## src/rtl/vend_pkg.sv

```systemverilog
package vend_pkg;

  // Strobes from control to the credit datapath
  typedef struct packed {
    logic addCoin;
    logic clearCredit;
  } vendStrobe_t;

  typedef enum logic {
    PH_ACCUM  = 1'b0,
    PH_REJECT = 1'b1
  } vendPhase_t;

endpackage

```

## src/rtl/vend_coin_decode.sv

```systemverilog
module vend_coin_decode #(
  parameter int ONE_HOT_COIN  = 0,
  parameter int COIN_W        = 2,
  parameter int UNIT_W        = 3,
  parameter int DIME_UNITS    = 2,
  parameter int QUARTER_UNITS = 5
) (
  input  logic [COIN_W-1:0] coinCode,
  output logic [UNIT_W-1:0] coinUnits,
  output logic              coinHit
);

  localparam logic [UNIT_W-1:0] NICKEL_U  = UNIT_W'(1);
  localparam logic [UNIT_W-1:0] DIME_U    = UNIT_W'(DIME_UNITS);
  localparam logic [UNIT_W-1:0] QUARTER_U = UNIT_W'(QUARTER_UNITS);

  generate
    if (ONE_HOT_COIN != 0) begin : g_oneHot
      always_comb begin
        case (coinCode)
          COIN_W'(1): coinUnits = NICKEL_U;
          COIN_W'(2): coinUnits = DIME_U;
          COIN_W'(4): coinUnits = QUARTER_U;
          default:    coinUnits = '0;
        endcase
      end
    end else begin : g_binary
      always_comb begin
        case (coinCode)
          COIN_W'(1): coinUnits = NICKEL_U;
          COIN_W'(2): coinUnits = DIME_U;
          COIN_W'(3): coinUnits = QUARTER_U;
          default:    coinUnits = '0;
        endcase
      end
    end
  endgenerate

  assign coinHit = (coinUnits != '0);

endmodule

```

## src/rtl/vend_datapath.sv

```systemverilog
module vend_datapath
  import vend_pkg::*;
#(
  parameter int CREDIT_W  = 4,
  parameter int UNIT_W    = 3,
  parameter int SUM_W     = 4,
  parameter int MAX_UNITS = 10
) (
  input  logic                clk,
  input  logic                rst,
  input  vendStrobe_t         strobe,
  input  logic [UNIT_W-1:0]   coinUnits,
  output logic [CREDIT_W-1:0] creditNow,
  output logic                sumOver
);

  localparam logic [SUM_W-1:0] MAX_S = SUM_W'(MAX_UNITS);

  logic [SUM_W-1:0] creditSum;

  assign creditSum = SUM_W'(creditNow) + SUM_W'(coinUnits);
  assign sumOver   = (creditSum > MAX_S);

  always_ff @(posedge clk) begin
    if (rst || strobe.clearCredit) begin
      creditNow <= '0;
    end else if (strobe.addCoin) begin
      creditNow <= CREDIT_W'(creditSum);
    end
  end

endmodule

```

## src/rtl/vend_ctrl.sv

```systemverilog
module vend_ctrl
  import vend_pkg::*;
#(
  parameter int CREDIT_W    = 4,
  parameter int PRICE_UNITS = 8
) (
  input  logic                clk,
  input  logic                rst,
  input  logic                coinHit,
  input  logic                sumOver,
  input  logic [CREDIT_W-1:0] creditNow,
  output vendStrobe_t         strobe,
  output logic                retCoin,
  output logic                retNickel,
  output logic                retDime,
  output logic                releaseProduct
);

  localparam logic [CREDIT_W-1:0] PRICE_C = CREDIT_W'(PRICE_UNITS);
  localparam logic [CREDIT_W-1:0] OVER_1  = CREDIT_W'(PRICE_UNITS + 1);
  localparam logic [CREDIT_W-1:0] OVER_2  = CREDIT_W'(PRICE_UNITS + 2);

  vendPhase_t phaseQ, phaseD;
  logic       atPrice;
  logic       inAccum;

  assign atPrice = (creditNow >= PRICE_C);
  assign inAccum = (phaseQ == PH_ACCUM);

  always_ff @(posedge clk) begin
    if (rst) phaseQ <= PH_ACCUM;
    else     phaseQ <= phaseD;
  end

  always_comb begin
    phaseD = PH_ACCUM;
    strobe = '0;
    if (inAccum) begin
      if (atPrice) begin
        strobe.clearCredit = 1'b1;
      end else if (coinHit) begin
        if (sumOver) phaseD = PH_REJECT;
        else         strobe.addCoin = 1'b1;
      end
    end
  end

  // Moore outputs: phase and stored credit only
  assign retCoin        = !inAccum;
  assign releaseProduct = inAccum && atPrice;
  assign retNickel      = inAccum && (creditNow == OVER_1);
  assign retDime        = inAccum && (creditNow == OVER_2);

endmodule

```

## src/rtl/coin_vend_fsm.sv

```systemverilog
module coin_vend_fsm
  import vend_pkg::*;
#(
  parameter int ONE_HOT_COIN  = 0,
  parameter int PRICE_UNITS   = 8,
  parameter int DIME_UNITS    = 2,
  parameter int QUARTER_UNITS = 5,
  localparam int COIN_W       = (ONE_HOT_COIN != 0) ? 3 : 2
) (
  input  logic              clk,
  input  logic              rst,
  input  logic [COIN_W-1:0] coinCode,
  output logic              retCoin,
  output logic              retNickel,
  output logic              retDime,
  output logic              releaseProduct
);

  localparam int MAX_UNITS = PRICE_UNITS + 2;
  localparam int CREDIT_W  = $clog2(MAX_UNITS + 1);
  localparam int UNIT_W    = $clog2(QUARTER_UNITS + 1);
  localparam int SUM_W     = $clog2(MAX_UNITS + QUARTER_UNITS + 1);

  vendStrobe_t         strobe;
  logic [UNIT_W-1:0]   coinUnits;
  logic                coinHit;
  logic                sumOver;
  logic [CREDIT_W-1:0] creditNow;

  vend_coin_decode #(
    .ONE_HOT_COIN (ONE_HOT_COIN),
    .COIN_W       (COIN_W),
    .UNIT_W       (UNIT_W),
    .DIME_UNITS   (DIME_UNITS),
    .QUARTER_UNITS(QUARTER_UNITS)
  ) decode_i (
    .coinCode (coinCode),
    .coinUnits(coinUnits),
    .coinHit  (coinHit)
  );

  vend_datapath #(
    .CREDIT_W (CREDIT_W),
    .UNIT_W   (UNIT_W),
    .SUM_W    (SUM_W),
    .MAX_UNITS(MAX_UNITS)
  ) datapath_i (
    .clk      (clk),
    .rst      (rst),
    .strobe   (strobe),
    .coinUnits(coinUnits),
    .creditNow(creditNow),
    .sumOver  (sumOver)
  );

  vend_ctrl #(
    .CREDIT_W   (CREDIT_W),
    .PRICE_UNITS(PRICE_UNITS)
  ) ctrl_i (
    .clk           (clk),
    .rst           (rst),
    .coinHit       (coinHit),
    .sumOver       (sumOver),
    .creditNow     (creditNow),
    .strobe        (strobe),
    .retCoin       (retCoin),
    .retNickel     (retNickel),
    .retDime       (retDime),
    .releaseProduct(releaseProduct)
  );

endmodule

```

## config.mk

```make
export PLATFORM = sky130hd
export DESIGN_NAME = coin_vend_fsm
export DESIGN_NICKNAME = d
export VERILOG_FILES = /design/src/rtl/vend_pkg.sv /design/src/rtl/vend_coin_decode.sv /design/src/rtl/vend_datapath.sv /design/src/rtl/vend_ctrl.sv /design/src/rtl/coin_vend_fsm.sv
export SDC_FILE = /design/constraint.sdc
export NUM_CORES = 1
export LEC_CHECK = 0
export BUFFER_PORTS_ARGS = -buffer_cell sky130_fd_sc_hd__buf_2
export CAP_MARGIN = 40
export CORE_AREA = 2 2 39 41
export CTS_CLUSTER_DIAMETER = 120
export DETAILED_ROUTE_END_ITERATION = 12
export DIE_AREA = 0 0 41 43
export GPL_TIMING_DRIVEN = 1
export PLACE_DENSITY = 0.46
export REMOVE_ABC_BUFFERS = 1
export SLEW_MARGIN = 20
export SYNTH_ARGS = -nofsm -noshare
export SYNTH_HDL_FRONTEND = slang
export SYNTH_SLANG_ARGS = --single-unit
```

## constraint.sdc

```tcl
create_clock -name clk -period 2.87 [get_ports clk]
set_clock_uncertainty 0.2 [all_clocks]
set_input_delay 0.861 -clock clk [delete_from_list [all_inputs] [get_ports clk]]
set_output_delay 0.861 -clock clk [all_outputs]
set_load 0.02 [all_outputs]
```

# --- After elaboration in Yosys (flattened, before gate mapping) ---
# Index checks and enable logic that the tools add are counted.
totals:
  inputBits: 4
  register_bits: 5
  output_inout_bits: 4
  elab_cells: 25
classes:
  reduce_logical: 6
  muxes: 7
  n_eq_ne: 5
  n_lt_le_gt_ge: 2
  n_bitwise: 2
  add_sub_neg: 1
op_table:
  columns: ["cell", "count"]
  rows:
  - ["case mux 3 bit (3 select lines)", 1]
  - ["equality test 4 bit, second input constant", 2]
  - ["two-way mux 1 bit", 5]
  - ["adder 4 x 3 -> 4 bit", 1]
  - ["equality test 2 bit, second input constant", 2]
  - [">= comparator 4 bit, second input constant", 1]
  - ["> comparator 4 bit, second input constant", 1]
  - ["OR reduction 4 bit", 1]
  - ["logical AND 1 bit", 3]
  - ["nonzero test 3 bit", 1]
  - ["equality test 2 x 1 -> 1 bit, second input constant", 1]
  - ["two-way mux 2 bit", 1]
  - ["inverter 1 bit", 2]
  - ["logical OR 1 bit", 1]

# --- Depth between registers and ports, before layout ---
depth:
  word_depth: 9
  ltp_mapped: 7
  mapped_depth_nobuf: 6

# --- Hierarchy ---
# Synthesis repeated with hierarchy kept, for this count alone.
hier_totals:
  hier_cells: 38
  hier_area_um2: 371.6
modules_own_cells:
  columns: ["module", "seq_area_each_um2", "n_inst", "cells_per_inst", "area_per_inst_um2"]
  rows:
  - ["vend_datapath", 80.1, 1, 25, 255.2]
  - ["vend_ctrl", 20.0, 1, 9, 92.6]
  - ["vend_coin_decode", 0.0, 1, 4, 23.8]

# --- Least setup slack after synthesis ---
# OpenSTA, ideal clock, no wires.
synth_path:
  path_type: "register to output"
  start: "register ctrl_i.phaseQ, in the netlist ctrl_i.retCoin"
  end: "output port retDime"
  path_stages_with_launch: 3
  t_arrival_ns: 1.463
  required_ns: 1.809
  path_buffers: 0
  slack_ns: 0.346
  cell_sequence: "dfxtp_1 -> nor2b_2 -> nor4bb_1"
synth_between:
  elab_chain_len: 2
synth_lines:
  columns: ["item", "line", "source"]
  rows:
  - ["start: declaration", "vend_ctrl.sv:23", "vendPhase_t phaseQ, phaseD;"]
  - ["start signal: assignment", "vend_ctrl.sv:32", "else phaseQ <= phaseD;"]
  - ["inverter 1 bit", "vend_ctrl.sv:28", "assign inAccum = (phaseQ == PH_ACCUM);"]
  - ["logical AND 1 bit", "vend_ctrl.sv:52", "assign retDime = inAccum && (creditNow == OVER_2);"]
  - ["end: declaration", "coin_vend_fsm.sv:15", "output logic retDime,"]
# No other way between the ends.

# --- Worst setup path in the final report ---
layout_path:
  start: "input port coinCode[0]"
  end: "register datapath_i.creditNow[1]"
layout_between:
  elab_chain_len: 8
layout_lines:
  columns: ["item", "line", "source"]
  rows:
  - ["start: declaration", "coin_vend_fsm.sv:12", "input logic [COIN_W-1:0] coinCode,"]
  - ["equality test 2 bit or equality test 2 x 1 -> 1 bit (tied branches)", "vend_coin_decode.sv:29", "case (coinCode)"]
  - ["case mux 3 bit (3 select lines) *", "vend_coin_decode.sv:29", null]
  - ["adder 4 x 3 -> 4 bit", "vend_datapath.sv:21", "assign creditSum = SUM_W'(creditNow) + SUM_W'(coinUnits);"]
  - ["> comparator 4 bit", "vend_datapath.sv:22", "assign sumOver = (creditSum > MAX_S);"]
  - ["two-way mux 1 bit", "vend_ctrl.sv:42", "if (sumOver) phaseD = PH_REJECT;"]
  - ["two-way mux 1 bit", "vend_ctrl.sv:41", "end else if (coinHit) begin"]
  - ["two-way mux 1 bit", "vend_ctrl.sv:39", "if (atPrice) begin"]
  - ["two-way mux 2 bit", "vend_ctrl.sv:38", "if (inAccum) begin"]
  - ["end signal: assignment", "vend_datapath.sv:28", "creditNow <= CREDIT_W'(creditSum);"]
  - ["end: declaration", "vend_datapath.sv:13", "output logic [CREDIT_W-1:0] creditNow,"]
# Every way passes the cells marked *; elsewhere a longest branch is shown, timed or not.
# A chain may end at the register's enable or synchronous reset.

==> report_table.html <==
<table>
<tr><th>Metric</th><th>Value</th></tr>
<tr><th colspan="2">Run status</th></tr>
<tr><td>Result of the run</td><td>finished clean</td></tr>
<tr><th colspan="2">Global routing</th></tr>
<tr><td>First-pass GRT wire length</td><td>1.12 mm</td></tr>
<tr><td>GRT overflow</td><td>0</td></tr>
<tr><td>Vias in the first global route</td><td>293</td></tr>
<tr><td>Initial antenna violation count</td><td>0</td></tr>
<tr><td>GRT Overall Usage</td><td>9.85%</td></tr>
<tr><td>Maximum number of pins on one net before global-route repair</td><td>7</td></tr>
<tr><th colspan="2">Logic synthesis</th></tr>
<tr><td>Post-synthesis mux area share</td><td>6.06%</td></tr>
<tr><td>Syn Inst Count</td><td>37</td></tr>
<tr><td>Adder and majority gate portion of the synthesized area</td><td>17.4%</td></tr>
<tr><td>Fraction of synthesized cell area taken by the top area cell type</td><td>30.3%</td></tr>
<tr><td>Library cell occupying the most area in the post-synthesis netlist</td><td>sky130_fd_sc_hd__dfxtp_1</td></tr>
<tr><td>Post-Synthesis Mean Instance Area</td><td>8.93 um2</td></tr>
<tr><td>Share of the yosys chip area belonging to registers</td><td>30.3%</td></tr>
<tr><td>Area fraction in and, or, nand and nor cells after synthesis</td><td>33.7%</td></tr>
<tr><td>Distinct cells, synth</td><td>21</td></tr>
<tr><td>Mapped Area</td><td>330 um2</td></tr>
<tr><td>Dominant combinational cell family by area after synthesis</td><td>simple AND/OR/NAND/NOR gates</td></tr>
<tr><td>Compound-gate portion of the synthesized area</td><td>8.71%</td></tr>
<tr><td>Synth Area in XOR/XNOR</td><td>2.65%</td></tr>
<tr><td>Post-synthesis sequential element count</td><td>5</td></tr>
<tr><td>Dominant cells by area after synthesis</td><td>sky130_fd_sc_hd__dfxtp_1 (30%), sky130_fd_sc_hd__ha_1 (11%), sky130_fd_sc_hd__nand2_1 (6.8%)</td></tr>
<tr><td>Synthesis Warnings</td><td>0</td></tr>
<tr><th colspan="2">Clocking</th></tr>
<tr><td>Clock insertion delay at the later pin of the skew report</td><td>0.24 ns</td></tr>
<tr><td>Clock transition at path regs</td><td>0.04 ns</td></tr>
<tr><td>TritonCTS clock tree</td><td>built</td></tr>
<tr><td>Post-CTS Repair Setup Buffers</td><td>0</td></tr>
<tr><td>Number of clock buffers inserted by TritonCTS</td><td>3</td></tr>
<tr><td>Max Root-Sink Buffers</td><td>2</td></tr>
<tr><td>Resize count post-CTS</td><td>0</td></tr>
<tr><td>CTS H-Tree Depth</td><td>1</td></tr>
<tr><td>Number of buffers inserted by hold repair at cts</td><td>0</td></tr>
<tr><td>Clock Sink Count</td><td>5</td></tr>
<tr><td>Clock Root Buffer</td><td>sky130_fd_sc_hd__clkbuf_4</td></tr>
<tr><th colspan="2">Power</th></tr>
<tr><td>Worst ir drop on vdd</td><td>0.239 mV</td></tr>
<tr><td>Static leakage</td><td>0.198 nW</td></tr>
<tr><td>Power density over cell area</td><td>613 nW/um2</td></tr>
<tr><td>Total design power</td><td>250 uW</td></tr>
<tr><th colspan="2">Die</th></tr>
<tr><td>Number of cell rows</td><td>14</td></tr>
<tr><td>Overall die area</td><td>1760 um2</td></tr>
<tr><td>X dimension of the die</td><td>41 um</td></tr>
<tr><td>Vertical extent of the die</td><td>43 um</td></tr>
<tr><td>Core outline area</td><td>1380 um2</td></tr>
<tr><td>Initial core utilization</td><td>23.9%</td></tr>
<tr><td>Number of top-level pins</td><td>8</td></tr>
<tr><th colspan="2">Final layout</th></tr>
<tr><td>Antenna diode count</td><td>0</td></tr>
<tr><td>Most common cell after layout, fill and taps aside</td><td>sky130_fd_sc_hd__buf_2</td></tr>
<tr><td>Leading cell types in the layout, fill and taps excluded</td><td>sky130_fd_sc_hd__buf_2 (7), sky130_fd_sc_hd__nand2_1 (6), sky130_fd_sc_hd__dfxtp_1 (5)</td></tr>
<tr><td>Area grow syn2layout</td><td>23.5%</td></tr>
<tr><td>Count of placed standard cells in the final layout, fillers left out</td><td>63</td></tr>
<tr><td>Layout cell share with drive strength beyond 1</td><td>25.5%</td></tr>
<tr><td>Number of nets in the layout</td><td>56</td></tr>
<tr><th colspan="2">Placement</th></tr>
<tr><td>Dpl cells</td><td>59</td></tr>
<tr><td>Port Buf Inserts</td><td>7</td></tr>
<tr><td>HPWL Detailed</td><td>502 um</td></tr>
<tr><td>RePlAce Congestion</td><td>0.757</td></tr>
<tr><th colspan="2">STA</th></tr>
<tr><td>Slew at the pin closest to its max-slew limit</td><td>0.360 ns</td></tr>
<tr><td>Time the final worst path needs with I/O delays and setup</td><td>2.43 ns</td></tr>
<tr><td>Final clock period utilization by the worst path</td><td>84.5%</td></tr>
<tr><td>F_max</td><td>412 MHz</td></tr>
<tr><td>Max-slew violation count</td><td>0</td></tr>
<tr><td>Final setup TNS</td><td>0 ns</td></tr>
<tr><td>RSZ-0062 raised after global routing</td><td>false</td></tr>
<tr><td># setup viols final</td><td>0</td></tr>
<tr><td>Slew margin rel.</td><td>75.8%</td></tr>
<tr><td>Final-report hold violation count</td><td>0</td></tr>
<tr><th colspan="2">Setup path</th></tr>
<tr><td>Worst Path Max Fanout</td><td>4</td></tr>
<tr><td>Kind of critical path</td><td>input pin to register</td></tr>
<tr><td>Worst Setup End Kind</td><td>register</td></tr>
<tr><td>CP arrival</td><td>2.39 ns</td></tr>
<tr><td>Required time of the worst setup path</td><td>2.84 ns</td></tr>
<tr><td>Element type at the critical path start</td><td>input pin</td></tr>
<tr><th colspan="2">Route</th></tr>
<tr><td>WL met1</td><td>267 um</td></tr>
<tr><td>Routed Antenna Nets</td><td>0</td></tr>
<tr><td>Vias after detailed routing</td><td>297</td></tr>
<tr><td>Avg WL per Cell</td><td>9.65 um</td></tr>
<tr><td>Length of the first detailed-routing pass in iterations</td><td>4</td></tr>
<tr><td>Met2 WL</td><td>319 um</td></tr>
<tr><td>Number of violations reported at the end of detailed-routing iteration 0</td><td>5</td></tr>
<tr><td>DRC violation count after routing</td><td>0</td></tr>
<tr><td>Routed met3 length</td><td>6 um</td></tr>
<tr><td>Vias/cell</td><td>4.71</td></tr>
<tr><td>Routed wire length</td><td>608 um</td></tr>
<tr><td>Uppermost routed layer</td><td>met4</td></tr>
<tr><th colspan="2">Job</th></tr>
<tr><td>Number of max-cap violations</td><td>0</td></tr>
<tr><th colspan="2">Hold path</th></tr>
<tr><td>Hold Path Class</td><td>register to register</td></tr>
</table>
## power by group
| group | internal (mW) | switching (mW) |
|---|---|---|
| clock | 0.0524 | 0.0269 |
| sequential | 0.0812 | 0.0129 |
| combinational | 0.0351 | 0.0415 |
| total | 0.169 | 0.0814 |
## through the flow
stage / hold WS (ns) / cell area, um2 / util (%) / worst slack, ns
2_1_floorplan: 0.258 / 327 / - / 0.346
3_3_place_gp: 0.296 / 382 / 27.6 / 0.201
3_5_place_dp: 0.293 / 382 / 27.6 / 0.180
4_1_cts: 0.299 / 408 / 29.5 / 0.438
5_1_grt: 0.327 / 408 / 29.5 / 0.300
6_report: 0.296 / 408 / 29.5 / 0.444
## layer usage
metal | track usage, % | vias up
met5 | 0 | -
met4 | 10.0 | 0
met3 | 3.14 | 2
met2 | 13.4 | 3
met1 | 11.0 | 140
li1 | - | 152
## critical path, cell delays in order
cell,delay (ns)
sky130_fd_sc_hd__buf_2,0.11
sky130_fd_sc_hd__and2b_1,0.21
sky130_fd_sc_hd__fa_1,0.40
sky130_fd_sc_hd__xor2_1,0.18
sky130_fd_sc_hd__a21oi_1,0.22
sky130_fd_sc_hd__o21a_1,0.21
sky130_fd_sc_hd__mux2i_1,0.19
## Yosys cell counts
cell type and n:
sky130_fd_sc_hd__nand4_1 1, sky130_fd_sc_hd__a31oi_1 1, sky130_fd_sc_hd__and2b_1 1, sky130_fd_sc_hd__a21oi_1 2, sky130_fd_sc_hd__fa_1 1, sky130_fd_sc_hd__xor2_1 1, sky130_fd_sc_hd__nor2_1 2, sky130_fd_sc_hd__nor4b_1 1
sky130_fd_sc_hd__o21a_1 1, sky130_fd_sc_hd__and2_1 1, sky130_fd_sc_hd__dfxtp_1 5, sky130_fd_sc_hd__nand3_1 1, sky130_fd_sc_hd__mux2i_1 2, sky130_fd_sc_hd__and2_4 1, sky130_fd_sc_hd__nor2b_2 1, sky130_fd_sc_hd__o21ai_1 1
sky130_fd_sc_hd__nor3_1 2, sky130_fd_sc_hd__clkbuf_1 1, sky130_fd_sc_hd__ha_1 3, sky130_fd_sc_hd__nand2_1 6, sky130_fd_sc_hd__nor4bb_1 2
## final timing paths
check	from	end	slack (ns)	cells past startpoint
worst max-delay path	coinCode[0]	datapath_i.creditNow[1]$_SDFFE_PP0P_	0.44	7
worst max register to register	datapath_i.creditNow[0]$_SDFFE_PP0P_	datapath_i.creditNow[1]$_SDFFE_PP0P_	0.85	6
worst min-delay path	datapath_i.creditNow[0]$_SDFFE_PP0P_	datapath_i.creditNow[0]$_SDFFE_PP0P_	0.30	2
worst min register to register	datapath_i.creditNow[0]$_SDFFE_PP0P_	datapath_i.creditNow[0]$_SDFFE_PP0P_	0.30	2
## registers in the layout, indices dropped and copies added (netlist names)
register / flops
datapath_i.creditNow: 4
ctrl_i.retCoin: 1
## layout make-up
class	count	area, um2
fillers	153	976
multi-input cells	31	226
flip-flops and latches	5	100
repair buffers	7	35.0
clock buffers	4	26.3
well taps	16	20.0
## kinds of logic after synthesis
group	count (synthesis)
simple gates	19
mux	2
buf+inv	1
compound gates	5
flops	5
fa+ha+maj	4
xor+xnor	1
Power figures use the tool's default switching activity.
